## src/rtl/xlate_pkg.sv

```systemverilog
package xlate_pkg;
    localparam int OFF_W      = 9;
    localparam int IDX_W      = 11;
    localparam int FIELD_W    = OFF_W + IDX_W;
    localparam int SLOT_SH    = 3;
    localparam int PAGE_SH    = 12;
    localparam int WORD_W     = 64;
    localparam int HALF_W     = WORD_W / 2;
    localparam int BOFF_W     = IDX_W + SLOT_SH;
    localparam int WIDE_LIM_B = 9;   // wide entries: index below 2**9 fits 4 KB
    localparam int PACK_LIM_B = 10;  // packed entries: index below 2**10 fits 4 KB

    typedef enum logic [1:0] {
        ST_IDLE    = 2'd0,
        ST_PT_WAIT = 2'd1,
        ST_SP_WAIT = 2'd2,
        ST_DONE    = 2'd3
    } walk_st_e;
endpackage

```

## src/rtl/xlate_decode.sv

```systemverilog
module xlate_decode
    import xlate_pkg::*;
#(
    parameter int COOKIE_W  = 32,
    parameter int PT_ADDR_W = 32
) (
    input  logic [COOKIE_W-1:0]  cookie,
    input  logic                 aligned,
    input  logic [PT_ADDR_W-1:0] base,
    output logic [OFF_W-1:0]     off,
    output logic                 half_sel,
    output logic [PT_ADDR_W-1:0] pt_addr,
    output logic                 range_err
);
    logic [IDX_W-1:0]  idx;
    logic [BOFF_W-1:0] byte_off;
    logic              hi_bad;
    logic              idx_bad;

    assign off      = cookie[OFF_W-1:0];
    assign idx      = cookie[FIELD_W-1:OFF_W];
    assign half_sel = idx[0];

    generate
        if (COOKIE_W > FIELD_W) begin : g_hi
            assign hi_bad = |cookie[COOKIE_W-1:FIELD_W];
        end else begin : g_nohi
            assign hi_bad = 1'b0;
        end
    endgenerate

    always_comb begin
        if (aligned) begin
            byte_off = {1'b0, idx[IDX_W-1:1], {SLOT_SH{1'b0}}};
            idx_bad  = |idx[IDX_W-1:PACK_LIM_B];
        end else begin
            byte_off = {idx, {SLOT_SH{1'b0}}};
            idx_bad  = |idx[IDX_W-1:WIDE_LIM_B];
        end
    end

    assign pt_addr   = base + PT_ADDR_W'(byte_off);
    assign range_err = hi_bad | idx_bad;
endmodule

```

## src/rtl/xlate_entry_sel.sv

```systemverilog
module xlate_entry_sel
    import xlate_pkg::*;
(
    input  logic [WORD_W-1:0] word,
    input  logic              aligned,
    input  logic              half_sel,
    input  logic [OFF_W-1:0]  off,
    output logic [WORD_W-1:0] page,
    output logic              page_zero,
    output logic [WORD_W-1:0] slot_addr
);
    logic [HALF_W-1:0] packed_ent;

    assign packed_ent = half_sel ? word[WORD_W-1:HALF_W] : word[HALF_W-1:0];

    always_comb begin
        if (aligned) begin
            page      = {{(WORD_W-HALF_W-PAGE_SH){1'b0}}, packed_ent, {PAGE_SH{1'b0}}};
            page_zero = (packed_ent == '0);
        end else begin
            page      = word;
            page_zero = (word == '0);
        end
    end

    assign slot_addr = page + WORD_W'({off, {SLOT_SH{1'b0}}});
endmodule

```

## src/rtl/cookie_xlate.sv

```systemverilog
module cookie_xlate
    import xlate_pkg::*;
#(
    parameter int COOKIE_W  = 32,
    parameter int PT_ADDR_W = 32
) (
    input  logic                 clk,
    input  logic                 rst_n,
    input  logic [PT_ADDR_W-1:0] cfg_base,
    input  logic                 cfg_aligned,
    input  logic                 in_valid,
    output logic                 in_ready,
    input  logic [COOKIE_W-1:0]  in_cookie,
    output logic                 pt_req_valid,
    output logic [PT_ADDR_W-1:0] pt_req_addr,
    input  logic                 pt_rsp_valid,
    input  logic [WORD_W-1:0]    pt_rsp_data,
    output logic                 sp_req_valid,
    output logic [WORD_W-1:0]    sp_req_addr,
    input  logic                 sp_rsp_valid,
    input  logic [WORD_W-1:0]    sp_rsp_data,
    output logic                 out_valid,
    input  logic                 out_ready,
    output logic [COOKIE_W-1:0]  out_cookie,
    output logic [WORD_W-1:0]    out_addr,
    output logic                 out_err_range,
    output logic                 out_err_page
);
    typedef struct packed {
        walk_st_e               st;
        logic [COOKIE_W-1:0]    cookie;
        logic                   aligned;
        logic [OFF_W-1:0]       off;
        logic                   half;
        logic [PT_ADDR_W-1:0]   pt_addr;
        logic                   pt_req;
        logic [WORD_W-1:0]      sp_addr;
        logic                   sp_req;
        logic [WORD_W-1:0]      va;
        logic                   err_range;
        logic                   err_page;
    } walk_t;

    walk_t r_q, r_d;

    logic [OFF_W-1:0]     dec_off;
    logic                 dec_half;
    logic [PT_ADDR_W-1:0] dec_pt_addr;
    logic                 dec_err;
    logic [WORD_W-1:0]    sel_page;
    logic                 sel_zero;
    logic [WORD_W-1:0]    sel_slot;

    xlate_decode #(.COOKIE_W(COOKIE_W), .PT_ADDR_W(PT_ADDR_W)) i_decode (
        .cookie    (in_cookie),
        .aligned   (cfg_aligned),
        .base      (cfg_base),
        .off       (dec_off),
        .half_sel  (dec_half),
        .pt_addr   (dec_pt_addr),
        .range_err (dec_err)
    );

    xlate_entry_sel i_entry_sel (
        .word      (pt_rsp_data),
        .aligned   (r_q.aligned),
        .half_sel  (r_q.half),
        .off       (r_q.off),
        .page      (sel_page),
        .page_zero (sel_zero),
        .slot_addr (sel_slot)
    );

    always_comb begin
        r_d        = r_q;
        r_d.pt_req = 1'b0;
        r_d.sp_req = 1'b0;
        unique case (r_q.st)
            ST_IDLE: begin
                if (in_valid) begin
                    r_d.cookie    = in_cookie;
                    r_d.aligned   = cfg_aligned;
                    r_d.off       = dec_off;
                    r_d.half      = dec_half;
                    r_d.pt_addr   = dec_pt_addr;
                    r_d.err_range = dec_err;
                    r_d.err_page  = 1'b0;
                    r_d.va        = '0;
                    if (dec_err) begin
                        r_d.st = ST_DONE;
                    end else begin
                        r_d.pt_req = 1'b1;
                        r_d.st     = ST_PT_WAIT;
                    end
                end
            end
            ST_PT_WAIT: begin
                if (pt_rsp_valid) begin
                    if (sel_zero) begin
                        r_d.err_page = 1'b1;
                        r_d.st       = ST_DONE;
                    end else begin
                        r_d.sp_addr = sel_slot;
                        r_d.sp_req  = 1'b1;
                        r_d.st      = ST_SP_WAIT;
                    end
                end
            end
            ST_SP_WAIT: begin
                if (sp_rsp_valid) begin
                    r_d.va = sp_rsp_data;
                    r_d.st = ST_DONE;
                end
            end
            ST_DONE: begin
                if (out_ready) begin
                    r_d.st = ST_IDLE;
                end
            end
            default: r_d.st = ST_IDLE;
        endcase
    end

    always_ff @(posedge clk) begin
        if (!rst_n) begin
            r_q <= '0;
        end else begin
            r_q <= r_d;
        end
    end

    assign in_ready      = (r_q.st == ST_IDLE);
    assign out_valid     = (r_q.st == ST_DONE);
    assign pt_req_valid  = r_q.pt_req;
    assign pt_req_addr   = r_q.pt_addr;
    assign sp_req_valid  = r_q.sp_req;
    assign sp_req_addr   = r_q.sp_addr;
    assign out_cookie    = r_q.cookie;
    assign out_addr      = r_q.va;
    assign out_err_range = r_q.err_range;
    assign out_err_page  = r_q.err_page;

    // page base of a packed entry has 12 clear bits; used by the slot check
    logic [PAGE_SH-1:0] page_low;
    assign page_low = sel_page[PAGE_SH-1:0];

    AST_PT_REQ_AFTER_ACCEPT: assert property (@(posedge clk) disable iff (!rst_n)
        pt_req_valid |-> $past(in_valid && in_ready));
    AST_NO_ACCESS_ON_RANGE: assert property (@(posedge clk) disable iff (!rst_n)
        (in_valid && in_ready && ((in_cookie >> FIELD_W) != '0))
        |=> (!pt_req_valid && out_valid && out_err_range));
    AST_SP_AFTER_PT: assert property (@(posedge clk) disable iff (!rst_n)
        sp_req_valid |-> $past(pt_rsp_valid));
    AST_PAGE_ERR_FROM_PT: assert property (@(posedge clk) disable iff (!rst_n)
        ($rose(out_valid) && out_err_page) |-> ($past(pt_rsp_valid) && !sp_req_valid));
    AST_PACKED_SLOT: assert property (@(posedge clk) disable iff (!rst_n)
        (sp_req_valid && r_q.aligned)
        |-> (sp_req_addr[PAGE_SH-1:0] == PAGE_SH'({r_q.off, {SLOT_SH{1'b0}}})));
    AST_PACKED_PAGE_LOW: assert property (@(posedge clk) disable iff (!rst_n)
        (pt_rsp_valid && r_q.aligned) |-> (page_low == '0));
    AST_OUT_HOLD: assert property (@(posedge clk) disable iff (!rst_n)
        (out_valid && !out_ready)
        |=> (out_valid && $stable(out_addr) && $stable(out_cookie) && $stable(out_err_page)));
    AST_READY_EXCL: assert property (@(posedge clk) disable iff (!rst_n)
        out_valid |-> !in_ready);
endmodule

```

## config.mk

```make
export PLATFORM = sky130hd
export DESIGN_NAME = cookie_xlate
export DESIGN_NICKNAME = d
export VERILOG_FILES = /design/src/rtl/xlate_pkg.sv /design/src/rtl/xlate_decode.sv /design/src/rtl/xlate_entry_sel.sv /design/src/rtl/cookie_xlate.sv
export SDC_FILE = /design/constraint.sdc
export NUM_CORES = 1
export LEC_CHECK = 0
export BUFFER_PORTS_ARGS = -buffer_cell sky130_fd_sc_hd__buf_2
export CORE_AREA = 4 4 170 172
export CTS_CLUSTER_SIZE = 10
export DETAILED_ROUTE_END_ITERATION = 8
export DIE_AREA = 0 0 174 176
export HOLD_SLACK_MARGIN = 0.03
export PLACE_DENSITY = 0.75
export REMOVE_ABC_BUFFERS = 1
export SYNTH_ARGS = -nofsm -noshare
export SYNTH_HDL_FRONTEND = slang
export SYNTH_SLANG_ARGS = --single-unit
```

## constraint.sdc

```tcl
create_clock -name clk -period 10.1 [get_ports clk]
set_clock_uncertainty 0.2 [all_clocks]
set_input_delay 2.02 -clock clk [delete_from_list [all_inputs] [get_ports clk]]
set_output_delay 2.02 -clock clk [all_outputs]
set_load 0.1 [all_outputs]
```

==> results of run 1 <==
## cell usage in the layout, fill, tap and decap left out, types with 16 or more instances in the layout
cell type                   Yosys  final
sky130_fd_sc_hd__clkbuf_16      0     17
sky130_fd_sc_hd__nor4_1        28     28
sky130_fd_sc_hd__nand3_1       97     97
sky130_fd_sc_hd__or3_1         16     16
sky130_fd_sc_hd__and3_1        17     17
sky130_fd_sc_hd__ha_1          24     23
sky130_fd_sc_hd__a21oi_1      192    192
sky130_fd_sc_hd__nor3_1        19     19
sky130_fd_sc_hd__xnor2_1       33     33
sky130_fd_sc_hd__o21ai_0       76     76
sky130_fd_sc_hd__dfxtp_1      199    197
sky130_fd_sc_hd__xor2_1        21     21
sky130_fd_sc_hd__nor2b_1       24     24
sky130_fd_sc_hd__buf_2          7    396
sky130_fd_sc_hd__nand2_1      210    209
sky130_fd_sc_hd__nor2_1        71     70
sky130_fd_sc_hd__nand4_1       22     22
sky130_fd_sc_hd__mux2i_1       33     33
## per-stage QoR
stage	util	setup slack (ns)	total power [mW]
2_1_floorplan	-	5.015	2.544
3_3_place_gp	0.4641	4.682	2.966
3_5_place_dp	0.4641	4.574	2.981
4_1_cts	0.4875	5.042	3.744
5_1_grt	0.4876	4.868	3.896
6_report	0.4877	4.985	3.731
## routing by layer
metal	global-route usage	wire, µm	vias up
li1	-	-	5543
met1	0.3395	17700	5488
met2	0.4260	19720	584
met3	0.04540	3246	85
met4	0.09106	1275	2
met5	0	18	-
## worst reg2reg max path, delay by kind of cell (launching register included)
kind	cells	cell delay, ns
buffers and inverters	1	0.74
muxes	1	0.32
AOI/OAI and AO/OA	1	0.26
and+or+nand+nor	4	2.60
DFF	1	0.52
## flip-flops by register name, indices dropped and copies added, names as in the netlist
| signal | count |
|---|---|
| r_q | 3 |
| out_err_page | 1 |
| out_cookie | 32 |
| out_err_range | 1 |
| sp_req_valid | 1 |
| out_addr | 64 |
| pt_req_valid | 1 |
| sp_req_addr | 64 |
| pt_req_addr | 32 |
## logic make-up after synthesis
logic type | count (synthesis) | synth area share
buffers and inverters | 307 | 0.1628
muxes | 45 | 0.03828
xor gates and xnor gates | 54 | 0.03889
AOI/OAI and AO/OA | 362 | 0.1734
DFF | 199 | 0.3276
and+or+nand+nor | 566 | 0.2311
adders and majority gates | 26 | 0.02799
## power by group through the flow
stage | registers (mW) | clock network (mW) | logic (mW)
2_1_floorplan | 1.96 | 0 | 0.587
3_3_place_gp | 1.01 | 0 | 1.95
3_5_place_dp | 1.02 | 0 | 1.96
4_1_cts | 1.00 | 0.776 | 1.97
5_1_grt | 1.02 | 0.809 | 2.07
6_report | 1.00 | 0.759 | 1.97
## worst max-delay path by stage
stage,slack (ns),endpoint,cells after the start
6_report,4.98,sp_req_addr[45],8
5_1_grt,4.87,sp_req_addr[45],8
4_1_cts,5.04,sp_req_addr[45],8
3_5_place_dp,4.57,sp_req_addr[45],8
3_3_place_gp,4.68,sp_req_addr[45],8
2_1_floorplan,5.02,sp_req_addr[46],6
## area by class of cell
| type | count | area [µm²] | area share |
|---|---|---|---|
| clock inverters | 15 | 217.7 | 0.01625 |
| multi-input cells | 1053 | 6212 | 0.4636 |
| well taps | 346 | 432.9 | 0.03231 |
| diodes | 2 | 5.005 | 0.0003735 |
| flip-flops and latches | 199 | 3986 | 0.2975 |
| repair buffers | 406 | 2057 | 0.1535 |
| clock buffers | 17 | 425.4 | 0.03175 |
| inverters | 16 | 62.56 | 0.004669 |
==> out/metrics.json, run 1 <==
{
  "global_routing": {
    "grt_antenna_before_repair": 3,
    "grt_pass1_vias": 10770,
    "total_global_route_track_usage": 0.2572,
    "grt_overflow_total": 0,
    "grt_start_max_net_pins": 85,
    "first_pass_grt_wire_length_um": 62780
  },
  "flow_run": {
    "drv_cap": 0
  },
  "synthesis": {
    "postSynth.asyncResetShare": 0,
    "post_synth.cell_area_avg_um2": 7.800,
    "netlist.area_leader.share": 0.3276,
    "synth.most_common_cell": "sky130_fd_sc_hd__nand2_1",
    "synthCells": 1559,
    "ys_types": 67,
    "synth-edff-count": 0,
    "yosys.area.top_type": "sky130_fd_sc_hd__dfxtp_1",
    "synthesis.yosys.warnings": 0,
    "flip_flop_and_latch_count_after_synthesis": 199,
    "synth_flop_cell": "sky130_fd_sc_hd__dfxtp_1",
    "syn-cell-area_mm2": 0.01216,
    "synth_sequential_area_ratio": 0.3276,
    "ys_top_cells_by_area": "sky130_fd_sc_hd__dfxtp_1, sky130_fd_sc_hd__buf_4, sky130_fd_sc_hd__a21oi_1, sky130_fd_sc_hd__nand2_1, sky130_fd_sc_hd__nand3_1",
    "netlist_top_cells_count": "sky130_fd_sc_hd__nand2_1, sky130_fd_sc_hd__dfxtp_1, sky130_fd_sc_hd__buf_4, sky130_fd_sc_hd__a21oi_1, sky130_fd_sc_hd__nand3_1"
  },
  "clocking": {
    "cts_hold_buffers": 0,
    "cts-buffers-inserted": 17,
    "post_cts.repair.setup_buffers": 0,
    "cts_buffer_depth": 2,
    "cts_resized": 0,
    "clk_pin_slew_ns": 0.09,
    "clkSinkCount": 199,
    "cts_root_buf": "sky130_fd_sc_hd__clkbuf_16",
    "cts.htree.levels": 4,
    "clock_tree_from_tritoncts": "done",
    "clkLatencyLatePin_ns": 0.44
  },
  "place": {
    "io_buffers": 396,
    "dp_hpwl_um": 31650,
    "post-place-cells": 2020,
    "routabilityCongestion": 1.064,
    "placedInstanceArea_mm2": 0.01275
  },
  "critical_path": {
    "critical_path.cell_chain": "buf_2 > mux2_1 > mux2i_1 > nor4_2 > nand3_1 > or4_1 > or3_1 > a311oi_1",
    "r2r_start": "r_q[174]",
    "r2r_slack_ns": 5.40,
    "worst_setup_path_startpoint": "pt_rsp_data[8]",
    "path_class": "input port to flop",
    "timing.critical_path.from_type": "input port",
    "worst-path-max-fanout": 21,
    "cp.arrival_ns": 5.27,
    "worst-r2r-cell-count": 7,
    "critPathTopFamily": "simple AND/OR/NAND/NOR gates",
    "critPathRequiredTime_ns": 10.25,
    "crit_path_max_cell_delay_ns": 1.04,
    "worstReg2RegEnd": "sp_req_addr[45]",
    "slowest_stage": "sky130_fd_sc_hd__or4_1",
    "cp.buffers_inverters": 1,
    "critPathCaptureType": "flop"
  },
  "timing": {
    "final_setup_violations": 0,
    "worst_slew_pin_slew_ns": 1.215,
    "min_period_ns": 5.115,
    "maxSlewViolCount": 0,
    "tns_ns": 0,
    "worst_slew_margin_relative_to_its_limit": 0.1903,
    "final.period_utilization": 0.5065,
    "timing_hold_violations_final": 0,
    "worst_hold_slack_ns": 0.2491,
    "fmax_mhz": 195.5,
    "grt_setup_unrepaired": "false"
  },
  "route": {
    "vias": 11700,
    "post_drt_wl_per_cell_um": 20.43,
    "route.detailed.drc": 0,
    "detail_route.iter0.violations": 1030,
    "average_via_count_per_standard_cell": 5.697,
    "postRouteWirelength_um": 41960,
    "antenna_left": 0,
    "drt_first_pass_iters": 5
  },
  "floorplanning": {
    "die_w_um": 174,
    "initial_cell_density_of_the_core": 0.4426,
    "floorplan.rows": 61,
    "core-area_mm2": 0.02748,
    "die_height_um": 176,
    "io_pins": 397,
    "floorplan.die_area_mm2": 0.03062
  },
  "power_and_ir_drop": {
    "power_frac_clock": 0.203,
    "sequentialPowerShare": 0.268,
    "leakagePower_nw": 5.668,
    "max-vdd-ir-drop_v": 0.0001839,
    "netSwitchingFraction": 0.5615,
    "internal_power_component_mw": 1.636,
    "power.net_switching_mw": 2.095,
    "pwr_cell_area_mw_per_mm2": 278.5,
    "power.combinational.fraction": 0.528
  },
  "final_layout": {
    "fillerInstances": 2750,
    "synthToLayoutAreaGrowth_pct": 10.19,
    "nets": 1918,
    "final_cell_count_no_fill": 2054,
    "post_route_cells_drive_above_1_share": 0.2819,
    "finish.instance_area_mm2": 0.01340
  },
  "min_path": {
    "hold_start": "out_addr[12]",
    "min_path_cells": 2,
    "worstHoldPathType": "flop to flop",
    "worst_hold_path.endpoint": "out_addr[12]"
  },
  "outcome": {
    "status": "finished, final reports clean"
  }
}
Power figures use the tool's default switching activity.
==> run 2, diff against run 1 <==
--- a/config.mk
+++ b/config.mk
@@ -11,7 +11,7 @@
 export DETAILED_ROUTE_END_ITERATION = 8
 export DIE_AREA = 0 0 174 176
 export HOLD_SLACK_MARGIN = 0.03
-export PLACE_DENSITY = 0.75
+export PLACE_DENSITY = 0.78
 export REMOVE_ABC_BUFFERS = 1
 export SYNTH_ARGS = -nofsm -noshare
 export SYNTH_HDL_FRONTEND = slang
==> constraint.sdc (replaced) <==
create_clock -name clk -period 4.5 [get_ports clk]
set_clock_uncertainty 0.2 [all_clocks]
set_input_delay 0.9 -clock clk [delete_from_list [all_inputs] [get_ports clk]]
set_output_delay 0.9 -clock clk [all_outputs]
set_load 0.1 [all_outputs]
==> out/metrics.json, run 2 (synthesized netlist as in run 1, its figures left out) <==
{
  "route": {
    "detail_route.iter0.violations": {"value": 966, "change": "was 1030"},
    "average_via_count_per_standard_cell": {"value": 5.700, "change": "was 5.697"},
    "route.detailed.drc": {"value": 0, "change": "unchanged"},
    "drt_first_pass_iters": {"value": 6, "change": "was 5"},
    "vias": {"value": 11830, "change": "was 11700"},
    "antenna_left": {"value": 0, "change": "unchanged"},
    "post_drt_wl_per_cell": {"value": 19.97, "unit": "µm", "change": "was 20.43 µm"},
    "postRouteWirelength": {"value": 41460, "unit": "µm", "change": "was 41960 µm"}
  },
  "timing": {
    "worst_slew_pin_slew": {"value": 1.199, "unit": "ns", "change": "was 1.215 ns"},
    "final_setup_violations": {"value": 0, "change": "unchanged"},
    "maxSlewViolCount": {"value": 0, "change": "unchanged"},
    "final.period_utilization": 0.8602,
    "worst_slew_margin_relative_to_its_limit": {"value": 0.2005, "change": "was 0.1903"},
    "fmax_mhz": 258.3,
    "timing_hold_violations_final": {"value": 0, "change": "unchanged"},
    "min_period_ns": 3.871,
    "tns": {"value": 0, "unit": "ns", "change": "unchanged"},
    "worst_hold_slack": {"value": 0.2501, "unit": "ns", "change": "was 0.2491 ns"},
    "grt_setup_unrepaired": {"value": "false", "change": "unchanged"}
  },
  "critical_path": {
    "cp.arrival": {"value": 4.02, "unit": "ns", "change": "was 5.27 ns"},
    "critPathCaptureType": {"value": "flop", "change": "unchanged"},
    "critPathRequiredTime": {"value": 4.65, "unit": "ns", "change": "was 10.25 ns"},
    "worst-path-max-fanout": {"value": 19, "change": "was 21"},
    "timing.critical_path.from_type": {"value": "flop", "change": "was input port"},
    "path_class": {"value": "flop to flop", "change": "was input port to flop"}
  },
  "global_routing": {
    "first_pass_grt_wire_length": {"value": 62570, "unit": "µm", "change": "was 62780 µm"},
    "grt_start_max_net_pins": {"value": 70, "change": "was 85"},
    "grt_antenna_before_repair": {"value": 2, "change": "was 3"},
    "grt_pass1_vias": {"value": 10970, "change": "was 10770"},
    "total_global_route_track_usage": {"value": 0.2549, "change": "was 0.2572"},
    "grt_overflow_total": {"value": 0, "change": "unchanged"}
  },
  "clocking": {
    "clkSinkCount": {"value": 199, "change": "unchanged"},
    "clk_pin_slew": {"value": 0.09, "unit": "ns", "change": "about the same"},
    "clock_tree_from_tritoncts": {"value": "done", "change": "unchanged"},
    "cts_root_buf": {"value": "sky130_fd_sc_hd__clkbuf_16", "change": "unchanged"},
    "cts_buffer_depth": {"value": 2, "change": "unchanged"},
    "cts.htree.levels": {"value": 4, "change": "unchanged"},
    "cts-buffers-inserted": {"value": 17, "change": "unchanged"},
    "cts_resized": {"value": 0, "change": "unchanged"},
    "clkLatencyLatePin": {"value": 0.43, "unit": "ns", "change": "was 0.44 ns"},
    "post_cts.repair.setup_buffers": {"value": 0, "change": "unchanged"},
    "cts_hold_buffers": {"value": 0, "change": "unchanged"}
  },
  "floorplanning": {
    "floorplan.die_area": {"value": 0.03062, "unit": "mm²", "change": "unchanged"},
    "die_w": {"value": 174, "unit": "µm", "change": "unchanged"},
    "initial_cell_density_of_the_core": {"value": 0.4426, "change": "unchanged"},
    "io_pins": {"value": 397, "change": "unchanged"},
    "die_height": {"value": 176, "unit": "µm", "change": "unchanged"},
    "core-area": {"value": 0.02748, "unit": "mm²", "change": "unchanged"},
    "floorplan.rows": {"value": 61, "change": "unchanged"}
  },
  "final_layout": {
    "nets": {"value": 1939, "change": "was 1918"},
    "synthToLayoutAreaGrowth": {"value": 11.44, "unit": "%", "change": "was 10.19%"},
    "area.sequential": {"value": 0.003986, "unit": "mm²", "change": "unchanged"},
    "layout.cells.most_common_list": {"value": "sky130_fd_sc_hd__buf_2, sky130_fd_sc_hd__nand2_1, sky130_fd_sc_hd__dfxtp_1, sky130_fd_sc_hd__a21oi_1, sky130_fd_sc_hd__nand3_1", "change": "unchanged"},
    "final_common_cell": {"value": "sky130_fd_sc_hd__buf_2", "change": "unchanged"},
    "post_route_cells_drive_above_1_share": {"value": 0.2907, "change": "was 0.2819"},
    "fillerInstances": {"value": 2635, "change": "was 2750"},
    "multi_input_combinational_cell_area": {"value": 0.006212, "unit": "mm²", "change": "unchanged"}
  },
  "min_path": {
    "worstHoldPathType": {"value": "flop to flop", "change": "unchanged"}
  },
  "flow_run": {
    "drv_cap": {"value": 0, "change": "unchanged"}
  },
  "place": {
    "dp_hpwl": {"value": 31610, "unit": "µm", "change": "was 31650 µm"},
    "routabilityCongestion": {"value": 0.9942, "change": "was 1.064"},
    "io_buffers": {"value": 396, "change": "unchanged"}
  },
  "power_and_ir_drop": {
    "pwr_cell_area": {"value": 615.6, "unit": "mW/mm²", "change": "was 278.5 mW/mm²"},
    "max-vdd-ir-drop": {"value": 0.0002950, "unit": "V", "change": "was 0.0001839 V"},
    "leakagePower": {"value": 5.764, "unit": "nW", "change": "was 5.668 nW"}
  },
  "outcome": {
    "status": {"value": "finished, final reports clean", "change": "unchanged"}
  }
}
==> run 2: changes by cell type in the layout (fill, tap and decap cells not counted), sizes merged <==
| cell | change |
|---|---|
| clkbuf | +1 |
| buf | +21 |
| clkinvlp | +1 |
| bufinv | -1 |
| inv | -1 |
| diode | +1 |
==> run 2: path summary, 6_finish.rpt <==
check / depth (start not counted) / endpoint / slack [ns] / startpoint
max: 8 / sp_req_addr[45] / 0.63 / out_cookie[9]
min: 2 / out_addr[7] / 0.25 / out_addr[7]
max reg2reg: 8 / sp_req_addr[45] / 0.63 / out_cookie[9]
min reg2reg: 2 / out_addr[7] / 0.25 / out_addr[7]
==> run 2: critical path, stage by stage (launching register included) <==
cell,delay (ns)
sky130_fd_sc_hd__dfxtp_2,0.71
sky130_fd_sc_hd__buf_4,0.31
sky130_fd_sc_hd__mux2i_1,0.12
sky130_fd_sc_hd__a21oi_1,0.41
sky130_fd_sc_hd__and4_1,0.41
sky130_fd_sc_hd__nand3_2,0.11
sky130_fd_sc_hd__or4_1,0.80
sky130_fd_sc_hd__or3_1,0.45
sky130_fd_sc_hd__a311oi_1,0.26
==> run 2: per-stage QoR <==
| stage | worst slack, ns | power, mW | utilization | cells | cell area, µm² |
|---|---|---|---|---|---|
| floorplan | -0.5847 | 5.711 | - | 1268 | 10240 |
| global placement | 0.4448 | 6.698 | 0.4707 | 2041 | 12930 |
| detailed placement | 0.3137 | 6.745 | 0.4707 | 2041 | 12930 |
| CTS | 0.7379 | 8.374 | 0.4929 | 2073 | 13540 |
| global route | 0.4931 | 8.716 | 0.4931 | 2075 | 13550 |
| finish | 0.6291 | 8.343 | 0.4932 | 2076 | 13550 |
==> run 2: final cells by class <==
cell class / instances / area share
flip-flops and latches: 199 / 0.2942
clock buffers: 18 / 0.03241
inverters: 16 / 0.004616
clock inverters: 14 / 0.01265
diodes: 3 / 0.0005540
well taps: 346 / 0.03195
repair buffers: 427 / 0.1653
multi-input cells: 1053 / 0.4584
==> run 2: metal layers <==
layer / up-vias / GRT usage / wire (µm)
met1: 5503 / 0.3269 / 17200
met5: - / 0 / 0
met3: 98 / 0.06552 / 3817
li1: 5595 / - / -
met4: 0 / 0.1023 / 1600
met2: 638 / 0.4120 / 18840
==> run 2: where the power goes <==
| group | switching, mW | internal (mW) |
|---|---|---|
| Sequential | 0.197 | 2.07 |
| Clock | 0.844 | 0.775 |
| Combinational | 3.65 | 0.813 |
| Total | 4.69 | 3.66 |
==> run 3, diff against run 2 <==
--- a/config.mk
+++ b/config.mk
@@ -5,13 +5,15 @@
 export SDC_FILE = /design/constraint.sdc
 export NUM_CORES = 1
 export LEC_CHECK = 0
+export ABC_AREA = 1
 export BUFFER_PORTS_ARGS = -buffer_cell sky130_fd_sc_hd__buf_2
-export CORE_AREA = 4 4 170 172
+export CORE_AREA = 4 4 185 187
+export CTS_BUF_LIST = sky130_fd_sc_hd__clkbuf_2
 export CTS_CLUSTER_SIZE = 10
 export DETAILED_ROUTE_END_ITERATION = 8
-export DIE_AREA = 0 0 174 176
+export DIE_AREA = 0 0 189 191
 export HOLD_SLACK_MARGIN = 0.03
-export PLACE_DENSITY = 0.78
+export PLACE_DENSITY = 0.76
 export REMOVE_ABC_BUFFERS = 1
 export SYNTH_ARGS = -nofsm -noshare
 export SYNTH_HDL_FRONTEND = slang
==> out/metrics.json, run 3 <==
{
  "synthesis": {
    "synth-edff-count": {"value": 0, "change": "unchanged"},
    "ys_types": {"value": 46, "change": "was 67"},
    "netlist.area_leader.share": {"value": 0.2757, "change": "was 0.3276"},
    "synth.most_common_cell": {"value": "sky130_fd_sc_hd__nand2_1", "change": "unchanged"},
    "syn-cell-area": {"value": 0.01445, "unit": "mm²", "change": "was 0.01216 mm²"},
    "ys_top_cells_by_area": {"value": "sky130_fd_sc_hd__dfxtp_1, sky130_fd_sc_hd__nand2_1, sky130_fd_sc_hd__buf_4, sky130_fd_sc_hd__nand3_1, sky130_fd_sc_hd__nor2_1", "change": "was sky130_fd_sc_hd__dfxtp_1, sky130_fd_sc_hd__buf_4, sky130_fd_sc_hd__a21oi_1, sky130_fd_sc_hd__nand2_1, sky130_fd_sc_hd__nand3_1"},
    "synth_sequential_area_ratio": {"value": 0.2757, "change": "was 0.3276"},
    "yosys.area.top_type": {"value": "sky130_fd_sc_hd__dfxtp_1", "change": "unchanged"},
    "post_synth.cell_area_avg": {"value": 6.125, "unit": "µm²", "change": "was 7.800 µm²"},
    "synth_flop_cell": {"value": "sky130_fd_sc_hd__dfxtp_1", "change": "unchanged"},
    "netlist_top_cells_count": {"value": "sky130_fd_sc_hd__nand2_1, sky130_fd_sc_hd__nor2_1, sky130_fd_sc_hd__inv_1, sky130_fd_sc_hd__nand3_1, sky130_fd_sc_hd__buf_4", "change": "was sky130_fd_sc_hd__nand2_1, sky130_fd_sc_hd__dfxtp_1, sky130_fd_sc_hd__buf_4, sky130_fd_sc_hd__a21oi_1, sky130_fd_sc_hd__nand3_1"},
    "synthCells": {"value": 2359, "change": "was 1559"},
    "synthesis.yosys.warnings": {"value": 0, "change": "unchanged"},
    "flip_flop_and_latch_count_after_synthesis": {"value": 199, "change": "unchanged"},
    "postSynth.asyncResetShare": {"value": 0, "change": "unchanged"}
  },
  "critical_path": {
    "worst-r2r-cell-count": {"value": 12, "change": "was 8"},
    "r2r_start": {"value": "out_cookie[9]", "change": "unchanged"},
    "path_class": {"value": "flop to output pin", "change": "was flop to flop"},
    "r2r_slack": {"value": 0.98, "unit": "ns", "change": "was 0.63 ns"},
    "critPathCaptureType": {"value": "output pin", "change": "was flop"},
    "timing.critical_path.from_type": {"value": "flop", "change": "unchanged"},
    "worst-path-stages": {"value": 2, "change": "was 8"},
    "critPathTopFamily": {"value": "buffers and inverters", "change": "was simple AND/OR/NAND/NOR gates"},
    "worst-path-max-fanout": {"value": 31, "change": "was 19"},
    "cp-endpoint": {"value": "out_cookie[9]", "change": "was sp_req_addr[45]"},
    "critical_path.cell_chain": {"value": "buf_4 > buf_2", "change": "was buf_4 > mux2i_1 > a21oi_1 > and4_1 > nand3_2 > or4_1 > or3_1 > a311oi_1"},
    "cp.arrival": {"value": 2.66, "unit": "ns", "change": "was 4.02 ns"},
    "crit_path_max_cell_delay": {"value": 0.85, "unit": "ns", "change": "was 0.80 ns"},
    "worst_setup_path_startpoint": {"value": "out_cookie[9]", "change": "unchanged"},
    "slowest_stage": {"value": "sky130_fd_sc_hd__dfxtp_2", "change": "was sky130_fd_sc_hd__or4_1"},
    "worstReg2RegEnd": {"value": "sp_req_addr[14]", "change": "was sp_req_addr[45]"},
    "critPathRequiredTime": {"value": 3.40, "unit": "ns", "change": "was 4.65 ns"},
    "cp.buffers_inverters": {"value": 2, "change": "was 1"}
  },
  "floorplanning": {
    "core-area": {"value": 0.03245, "unit": "mm²", "change": "was 0.02748 mm²"},
    "floorplan.die_area": {"value": 0.03610, "unit": "mm²", "change": "was 0.03062 mm²"},
    "initial_cell_density_of_the_core": {"value": 0.4452, "change": "was 0.4426"},
    "die_height": {"value": 191, "unit": "µm", "change": "was 176 µm"},
    "io_pins": {"value": 397, "change": "unchanged"},
    "floorplan.rows": {"value": 66, "change": "was 61"},
    "die_w": {"value": 189, "unit": "µm", "change": "was 174 µm"}
  },
  "global_routing": {
    "first_pass_grt_wire_length": {"value": 86680, "unit": "µm", "change": "was 62570 µm"},
    "total_global_route_track_usage": {"value": 0.3099, "change": "was 0.2549"},
    "grt_pass1_vias": {"value": 15090, "change": "was 10970"},
    "grt_overflow_total": {"value": 0, "change": "unchanged"},
    "grt_antenna_before_repair": {"value": 1, "change": "was 2"},
    "grt_start_max_net_pins": {"value": 79, "change": "was 70"}
  },
  "place": {
    "dpl_worst_slack": {"value": 0.8139, "unit": "ns", "change": "was 0.3137 ns"},
    "routabilityCongestion": {"value": 1.059, "change": "was 0.9942"},
    "io_buffers": {"value": 396, "change": "unchanged"},
    "dp_hpwl": {"value": 45320, "unit": "µm", "change": "was 31610 µm"}
  },
  "route": {
    "detail_route.iter0.violations": {"value": 1274, "change": "was 966"},
    "antenna_left": {"value": 0, "change": "unchanged"},
    "drt-met1-wl": {"value": 23950, "unit": "µm", "change": "was 17200 µm"},
    "vias": {"value": 15890, "change": "was 11830"},
    "dr.max_layer_used": {"value": "met4", "change": "unchanged"},
    "met2WireLength": {"value": 27410, "unit": "µm", "change": "was 18840 µm"},
    "average_via_count_per_standard_cell": {"value": 5.185, "change": "was 5.700"},
    "postRouteWirelength": {"value": 58480, "unit": "µm", "change": "was 41460 µm"},
    "drt_first_pass_iters": {"value": 8, "change": "was 6"},
    "post_drt_wl_per_cell": {"value": 19.08, "unit": "µm", "change": "was 19.97 µm"},
    "met3_wirelength": {"value": 4243, "unit": "µm", "change": "was 3817 µm"},
    "route.detailed.drc": {"value": 0, "change": "unchanged"}
  },
  "final_layout": {
    "final_common_cell": {"value": "sky130_fd_sc_hd__nand2_1", "change": "was sky130_fd_sc_hd__buf_2"},
    "nets": {"value": 2834, "change": "was 1939"},
    "layout.cells.most_common_list": {"value": "sky130_fd_sc_hd__nand2_1, sky130_fd_sc_hd__buf_2, sky130_fd_sc_hd__nor2_1, sky130_fd_sc_hd__inv_1, sky130_fd_sc_hd__nand3_1", "change": "was sky130_fd_sc_hd__buf_2, sky130_fd_sc_hd__nand2_1, sky130_fd_sc_hd__dfxtp_1, sky130_fd_sc_hd__a21oi_1, sky130_fd_sc_hd__nand3_1"},
    "post_route_cells_drive_above_1_share": {"value": 0.2090, "change": "was 0.2907"},
    "synthToLayoutAreaGrowth": {"value": 13.80, "unit": "%", "change": "was 11.44%"}
  },
  "flow_run": {
    "drv_cap": {"value": 0, "change": "unchanged"}
  },
  "clocking": {
    "clk_pin_slew": {"value": 0.31, "unit": "ns", "change": "was 0.09 ns"},
    "cts.htree.levels": {"value": 4, "change": "unchanged"},
    "clkLatencyLatePin": {"value": 0.93, "unit": "ns", "change": "was 0.43 ns"},
    "cts-buffers-inserted": {"value": 17, "change": "unchanged"},
    "clock_tree_from_tritoncts": {"value": "done", "change": "unchanged"},
    "cts_resized": {"value": 0, "change": "unchanged"},
    "clkSinkCount": {"value": 199, "change": "unchanged"},
    "cts_buffer_depth": {"value": 2, "change": "unchanged"},
    "cts_root_buf": {"value": "sky130_fd_sc_hd__clkbuf_2", "change": "was sky130_fd_sc_hd__clkbuf_16"},
    "post_cts.repair.setup_buffers": {"value": 0, "change": "unchanged"}
  },
  "timing": {
    "worst_slew_pin_slew": {"value": 1.026, "unit": "ns", "change": "was 1.199 ns"},
    "final_setup_violations": {"value": 0, "change": "unchanged"},
    "fmax": {"value": 265.9, "unit": "MHz", "change": "was 258.3 MHz"},
    "tns": {"value": 0, "unit": "ns", "change": "unchanged"},
    "worst_slew_margin_relative_to_its_limit": {"value": 0.3153, "change": "was 0.2005"},
    "finalWorstSetupSlack": {"value": 0.7385, "unit": "ns", "change": "was 0.6291 ns"},
    "timing_hold_violations_final": {"value": 0, "change": "unchanged"},
    "min_period": {"value": 3.762, "unit": "ns", "change": "was 3.871 ns"},
    "final.period_utilization": {"value": 0.8359, "change": "was 0.8602"},
    "maxSlewViolCount": {"value": 0, "change": "unchanged"},
    "grt_setup_unrepaired": {"value": "false", "change": "unchanged"}
  },
  "min_path": {
    "worstHoldPathType": {"value": "input port to flop", "change": "was flop to flop"}
  },
  "outcome": {
    "status": {"value": "finished, final reports clean", "change": "unchanged"}
  },
  "power_and_ir_drop": {
    "leakagePower": {"value": 8.557, "unit": "nW", "change": "was 5.764 nW"},
    "pwr_cell_area": {"value": 563.4, "unit": "mW/mm²", "change": "was 615.6 mW/mm²"},
    "max-vdd-ir-drop": {"value": 0.0004879, "unit": "V", "change": "was 0.0002950 V"}
  }
}
[run 3: cell count changes after synthesis, sizes merged, moves of 17 or more]
cell    before  now
and3        18    1
nand3      100  219
mux2i       33    0
nand2      211  768
inv         16  241
nor4        30    6
clkbuf      78   52
nor2        71  289
xnor2       33   10
nor2b       24    0
buf        213  230
a21oi      198  123
[run 3: per-layer routing]
| layer | vias to the layer above | GRT usage |
|---|---|---|
| met1 | 7285 | 0.3832 |
| met5 | - | 0 |
| met2 | 749 | 0.5273 |
| met3 | 162 | 0.06318 |
| li1 | 7695 | - |
| met4 | 0 | 0.1289 |
[run 3: what timing repair did]
action / 4_1_cts / 5_1_grt
hold buffers: 102 / 0
endpoints found under the setup margin: 0 / 0
hold endpoints to repair: 103 / 0
[run 3: worst min path at each step]
stage	startpoint	to	slack, ns	cells past startpoint
floorplan	r_q[208]	r_q[208]	0.34	2
global placement	out_addr[15]	out_addr[15]	0.25	2
global route	in_cookie[10]	out_cookie[10]	0.04	3
finish	in_cookie[10]	out_cookie[10]	0.13	3
detailed placement	out_addr[3]	out_addr[3]	0.25	2
CTS	in_cookie[10]	out_cookie[10]	0.04	3
[run 3: power by group]
part / total, mW / leakage, nW / switching, mW / internal, mW
registers: 2.40 / 1.63 / 0.270 / 2.13
clock network: 0.976 / 0.143 / 0.745 / 0.231
logic: 5.89 / 6.79 / 4.82 / 1.07
total: 9.26 / 8.56 / 5.83 / 3.43
[run 3: area by class of cell]
| type | instances | area [µm²] |
|---|---|---|
| sequential | 199 | 3986 |
| fill | 3437 | 16010 |
| multi-input combinational | 1633 | 7601 |
| inverter | 245 | 927.1 |
| tap | 442 | 553.0 |
| timing repair buffer | 513 | 3118 |
| antenna | 1 | 2.502 |
| clock buffer | 18 | 90.09 |
| clock inverter | 14 | 165.2 |
[run 3: worst register-to-register path: cells and delay by family (launching register included)]
kind                   cells  cell delay, ns
AND/OR/NAND/NOR            9            1.21
AO/OA/AOI/OAI              1            0.24
flip-flops                 1            0.85
buffers and inverters      2            0.97
[run 3: cells by family after synthesis]
logic type	count (synthesis)	synth area share
buffers and inverters	527	0.1986
DFF	199	0.2757
xor gates and xnor gates	27	0.01637
adders and majority gates	26	0.02355
AOI/OAI and AO/OA	234	0.08582
and+or+nand+nor	1346	0.4000
[run 3: stage by stage]
stage | hold slack, ns | utilization | total power [mW] | instances | instance area (µm²)
final | 0.1273 | 0.5067 | 9.264 | 3065 | 16440
after global routing | 0.03995 | 0.5067 | 9.729 | 3065 | 16440
after CTS | 0.03701 | 0.5066 | 9.248 | 3064 | 16440
after detailed placement | 0.2529 | 0.4673 | 8.191 | 2930 | 15160
after global placement | 0.2486 | 0.4673 | 8.162 | 2930 | 15160
after floorplan | 0.3444 | - | 6.803 | 2077 | 12510
